$ cat config.mk
export PLATFORM = sky130hd
export DESIGN_NAME = strobe_capture_reg
export DESIGN_NICKNAME = d
export VERILOG_FILES = /design/src/rtl/scl_pkg.sv /design/src/rtl/scl_line_pipe.sv /design/src/rtl/scl_flag_edge.sv /design/src/rtl/scl_word_store.sv /design/src/rtl/strobe_capture_reg.sv
export SDC_FILE = /design/constraint.sdc
export NUM_CORES = 1
export LEC_CHECK = 0
export BUFFER_PORTS_ARGS = -buffer_cell sky130_fd_sc_hd__clkbuf_2
export CORE_ASPECT_RATIO = 2
export CORE_MARGIN = 2
export CORE_UTILIZATION = 30
export DETAILED_ROUTE_END_ITERATION = 7
export HOLD_SLACK_MARGIN = 0.03
export PLACE_DENSITY_LB_ADDON = 0.25
export SETUP_SLACK_MARGIN = 0.1
export SYNTH_ARGS = -nofsm -noshare
export SYNTH_HDL_FRONTEND = slang
export SYNTH_SLANG_ARGS = --single-unit
$ cat constraint.sdc
create_clock -name clk -period 3.2 [get_ports clk]
set_input_delay 0.64 -clock clk [delete_from_list [all_inputs] [get_ports clk]]
set_output_delay 0.64 -clock clk [all_outputs]
set_load 0.02 [all_outputs]
$ cat src/rtl/scl_pkg.sv
package scl_pkg;
  typedef enum logic [1:0] {
    SRC_RISE = 2'd0,
    SRC_FALL = 2'd1,
    SRC_READ = 2'd2,
    SRC_NONE = 2'd3
  } src_t;
endpackage

$ cat src/rtl/scl_line_pipe.sv
module scl_line_pipe #(
  parameter int DW     = 16,
  parameter int STAGES = 2
) (
  input  logic          clk,
  input  logic [DW-1:0] din,
  output logic [DW-1:0] dout
);
  logic [DW-1:0] stg [STAGES];

  for (genvar g = 0; g < STAGES; g++) begin : g_stage
    if (g == 0) begin : g_head
      always_ff @(posedge clk) stg[0] <= din;
    end else begin : g_tail
      always_ff @(posedge clk) stg[g] <= stg[g-1];
    end
  end

  assign dout = stg[STAGES-1];
endmodule

$ cat src/rtl/scl_flag_edge.sv
module scl_flag_edge (
  input  logic clk,
  input  logic flag_ready,
  output logic rise_evt,
  output logic fall_evt
);
  logic flag_q;

  // Tracks the flag during reset too, so release never shows a false edge.
  always_ff @(posedge clk) flag_q <= flag_ready;

  assign rise_evt = flag_ready & ~flag_q;
  assign fall_evt = ~flag_ready & flag_q;
endmodule

$ cat src/rtl/scl_word_store.sv
module scl_word_store #(
  parameter int DW = 16,
  localparam int BW = DW / 2
) (
  input  logic          clk,
  input  logic          rst_n,
  input  logic          load_evt,
  input  logic          pack8,
  input  logic [DW-1:0] cap_word,
  output logic [DW-1:0] rd_data,
  output logic          word_vld,
  output logic          half_phase
);
  logic [BW-1:0] hold_byte;

  function automatic logic [DW-1:0] join_pair(input logic [BW-1:0] hi,
                                              input logic [BW-1:0] lo);
    return {hi, lo};
  endfunction

  always_ff @(posedge clk) begin
    if (!rst_n) begin
      rd_data    <= '0;
      word_vld   <= 1'b0;
      half_phase <= 1'b0;
      hold_byte  <= '0;
    end else if (load_evt) begin
      if (pack8) begin
        if (!half_phase) begin
          hold_byte  <= cap_word[BW-1:0];
          word_vld   <= 1'b0;
          half_phase <= 1'b1;
        end else begin
          rd_data    <= join_pair(cap_word[BW-1:0], hold_byte);
          word_vld   <= 1'b1;
          half_phase <= 1'b0;
        end
      end else begin
        rd_data    <= cap_word;
        word_vld   <= 1'b1;
        half_phase <= 1'b0;
      end
    end else if (!pack8) begin
      half_phase <= 1'b0;
    end
  end
endmodule

$ cat src/rtl/strobe_capture_reg.sv
module strobe_capture_reg
  import scl_pkg::*;
#(
  parameter int DW     = 16,
  parameter int STAGES = 2
) (
  input  logic          clk,
  input  logic          rst_n,
  input  logic [DW-1:0] din,
  input  logic          flag_ready,
  input  logic          rd_stb,
  input  logic [1:0]    src_sel,
  input  logic [DW-1:0] pol_inv,
  input  logic          pack8,
  output logic [DW-1:0] rd_data,
  output logic          word_vld
);
  logic [DW-1:0] din_q;
  logic          rise_evt;
  logic          fall_evt;
  logic          load_evt;
  logic          half_phase;
  logic [DW-1:0] cap_word;
  src_t          sel;

  function automatic logic pick_load(input src_t s, input logic r,
                                     input logic f, input logic rd);
    case (s)
      SRC_RISE: return r;
      SRC_FALL: return f;
      SRC_READ: return rd;
      default:  return 1'b0;
    endcase
  endfunction

  function automatic logic [DW-1:0] apply_sense(input logic [DW-1:0] d,
                                                input logic [DW-1:0] m);
    return d ^ m;
  endfunction

  scl_line_pipe #(.DW(DW), .STAGES(STAGES)) i_pipe (
    .clk (clk),
    .din (din),
    .dout(din_q)
  );

  scl_flag_edge i_edge (
    .clk       (clk),
    .flag_ready(flag_ready),
    .rise_evt  (rise_evt),
    .fall_evt  (fall_evt)
  );

  assign sel      = src_t'(src_sel);
  assign load_evt = pick_load(sel, rise_evt, fall_evt, rd_stb);
  assign cap_word = apply_sense(din_q, pol_inv);

  scl_word_store #(.DW(DW)) i_store (
    .clk       (clk),
    .rst_n     (rst_n),
    .load_evt  (load_evt),
    .pack8     (pack8),
    .cap_word  (cap_word),
    .rd_data   (rd_data),
    .word_vld  (word_vld),
    .half_phase(half_phase)
  );
endmodule

==> reports/qor.csv <==
stage,metric,value,unit
synth,netlist_instances,188,
sta,finalCritPeriodShare,65.3,%
sta,grt_setup_unrepaired,false,
worst_setup_path,cp_top_family,compound AO/OA/AOI/OAI gates,
sta,worst_pin_slew,801,ps
synth,ys_warn_count,0,
synth,synth-seq-area-share,60.5,%
sta,fmax,479,MHz
synth,netlist_area,1950,um2
worst_setup_path,criticalPathCategory,primary input to flop,
status,status,"complete, no violations",
synth,ys.flop_type,dfxtp_1,
cts,clk_pin_slew,50,ps
floorplanning,start_util,30.9,%
worst_setup_path,crit_path_end_kind,flop,
cts,htreeDepth,3,
synth,syn_nets,227,
synth,synth-seq-cells,59,
layout,regArea,1180,um2
drt,route.vias.total,1453,
worst_setup_path,path_buf_inv,1,
sta,setup_slack,1110,ps
job,drv_cap,0,
synth,synthArstFlopShare,0,%
cts,clock_latency,320,ps
floorplanning,die_area,7210,um2
layout,fillers,664,
hold_path,hp-class,flop to flop,
layout,syn_to_final_growth,31.4,%
floorplanning,core_area,6310,um2
sta,clock_skew,6.22,ps
global_route,antenna_found_initial,0,
power_and_ir_drop,sw_frac_of_total,21.6,%
cts,cts_buffers,9,
worst_setup_path,crit_path_cell_trace,clkbuf_2 -> or4b_4 -> a311oi_4 -> nand2_1 -> o211a_1,
worst_setup_path,critPathArrivalTime,2290,ps
sta,finalSetupTns,0,ps
layout,drive_gt1_share,29.4,%
power_and_ir_drop,clkPwrFrac,48.2,%
place,place_congestion,0.671,
worst_setup_path,critPathMaxStageDelay,720,ps
synth,ys_types,19,
power_and_ir_drop,pwr-share-seq,44.5,%
power_and_ir_drop,p_switching,0.384,mW
synth,synth-edff-count,0,
worst_setup_path,crit_fanout,17,
sta,setup_viol,0,
place,portBuffers,55,
global_route,grt_usage,12.6,%
global_route,grt_pass1_vias,1375,
global_route,grt_pass1_wl,6520,um
sta,slew_headroom,46.6,%
floorplanning,io_pins,56,
synth,synth_top_area_share,60.5,%
worst_setup_path,crit_slowest_cell,a311oi_4,
layout,nets,282,
cts,cts_root_buf,clkbuf_16,
cts,cts-resized-gates,0,
floorplanning,die_h,118,um
worst_setup_path,cp_data_required_time,3400,ps
place,dpl_worst_slack,784,ps
worst_setup_path,start_kind,primary input,
synth,yosys.area.top_type,dfxtp_1,
sta,min_period,2090,ps
drt,detail_route.wl_per_cell,11.5,um
cts,cts_tree,built,
power_and_ir_drop,power,1.77,mW
synth,synthTopCellsByCount,"59 x dfxtp_1, 40 x nand2_1, 25 x o21ai_0, 10 x clkbuf_1",
floorplanning,die_w,61.0,um
global_route,grt_max_degree,43,
cts,numClockSinks,59,
power_and_ir_drop,p_int,1.39,mW
synth,syn_area_per_cell,10.4,um2
power_and_ir_drop,p_per_area,692,nW/um2
place,dpl.hpwl,2690,um
power_and_ir_drop,vdd_drop_max,0.326,mV
drt,vias_per_cell,4.35,
drt,first_pass_iters,4,
layout,antenna_cells,0,
synth,synthTopCellsByArea,"dfxtp_1 61%, nand2_1 7.7%, o21ai_0 6.4%, o211a_1 4.1%, xnor2_1 4.0%",
cts,cts_buffer_depth,2,
drt,drc,0,
drt,final_antenna_net_count,0,
power_and_ir_drop,p_leak,1.16,nW
floorplanning,rows,41,
drt,wl,3830,um
cts,ctsHoldBuffers,0,
cts,cts_setup_buffers,0,
sta,final_hold_viol_count,0,
power_and_ir_drop,power_frac_comb,7.2,%
layout,multi_input_area,704,um2
sta,slew_viol_final,0,
worst_setup_path,reg2reg_slack,1260,ps
global_route,grt-ovfl-total,0,
synth,synth.most_common_cell,dfxtp_1,
drt,drt_iter0_drc,50,
metal layers:
| metal | share of wire, % | track usage (%) | routed length, um | vias to the layer above |
|---|---|---|---|---|
| met2 | 52 | 19.4 | 2010 | 33 |
| met1 | 40 | 14.2 | 1550 | 659 |
| li1 | - | - | - | 750 |
| met5 | 0 | 0 | 0 | - |
| met3 | 3.9 | 3.96 | 151 | 11 |
| met4 | 3.2 | 8.56 | 123 | 0 |
cells by family (layout without fill, tap and decap cells):
logic type      after synthesis  after routing  share of synthesized area (%)
compound gates               43             43                           16.3
xor+xnor                     17             17                           7.63
buf+inv                      15             75                           3.40
flops                        59             59                           60.5
simple gates                 54             54                           12.2
sequential cells by signal (all words and copies together), names as in the netlist:
signal / count
i_store.rd_data: 16
i_pipe.stg: 32
i_store.half_phase: 1
i_edge.flag_q: 1
i_store.word_vld: 1
i_store.hold_byte: 8
per-stage QoR:
step / hold slack, ps / instance area, um2 / utilization, % / cells
2_1_floorplan: 310 / 1950 / - / 188
3_3_place_gp: 310 / 2290 / 36.3 / 318
3_5_place_dp: 312 / 2290 / 36.3 / 318
4_1_cts: 323 / 2560 / 40.7 / 334
5_1_grt: 328 / 2560 / 40.7 / 334
6_report: 323 / 2560 / 40.7 / 334
power groups by stage:
stage / Clock (mW) / Combinational (mW) / Sequential, mW
floorplan: 0 / 0.0690 / 0.815
global placement: 0 / 0.130 / 0.804
detailed placement: 0 / 0.132 / 0.805
CTS: 0.882 / 0.132 / 0.791
global route: 0.914 / 0.146 / 0.794
finish: 0.856 / 0.128 / 0.790
layout make-up:
cell class | count | area share (%)
flip-flops and latches | 59 | 46.0
multi-input cells | 114 | 27.5
repair buffers | 57 | 11.3
clock buffers | 14 | 10.3
well taps | 86 | 4.20
clock inverters | 2 | 0.390
inverters | 2 | 0.293
worst paths after layout:
check,start,to,depth (start not counted)
worst max-delay path,src_sel[0],i_store.hold_byte[5]$_SDFFE_PN0P_,5
worst min-delay path,i_pipe.stg[0][14]$_DFF_P_,i_pipe.stg[0][30]$_DFF_P_,0
worst max register to register,i_edge.flag_q$_DFF_P_,i_store.hold_byte[5]$_SDFFE_PN0P_,4
worst min register to register,i_pipe.stg[0][14]$_DFF_P_,i_pipe.stg[0][30]$_DFF_P_,0
layout by cell type (no fill, tap or decap), drive strengths merged:
master,instances
o21ai,25
clkbuf,69
inv,2
a311oi,1
dfxtp,59
buf,2
nand3,9
xnor2,9
a32oi,1
or4b,1
clkinv,2
and3,1
nand3b,1
nand2,40
o211a,8
or4bb,1
xor2,8
o2111ai,8
nor2,1
Note: power is estimated with default switching activity, not from simulation.
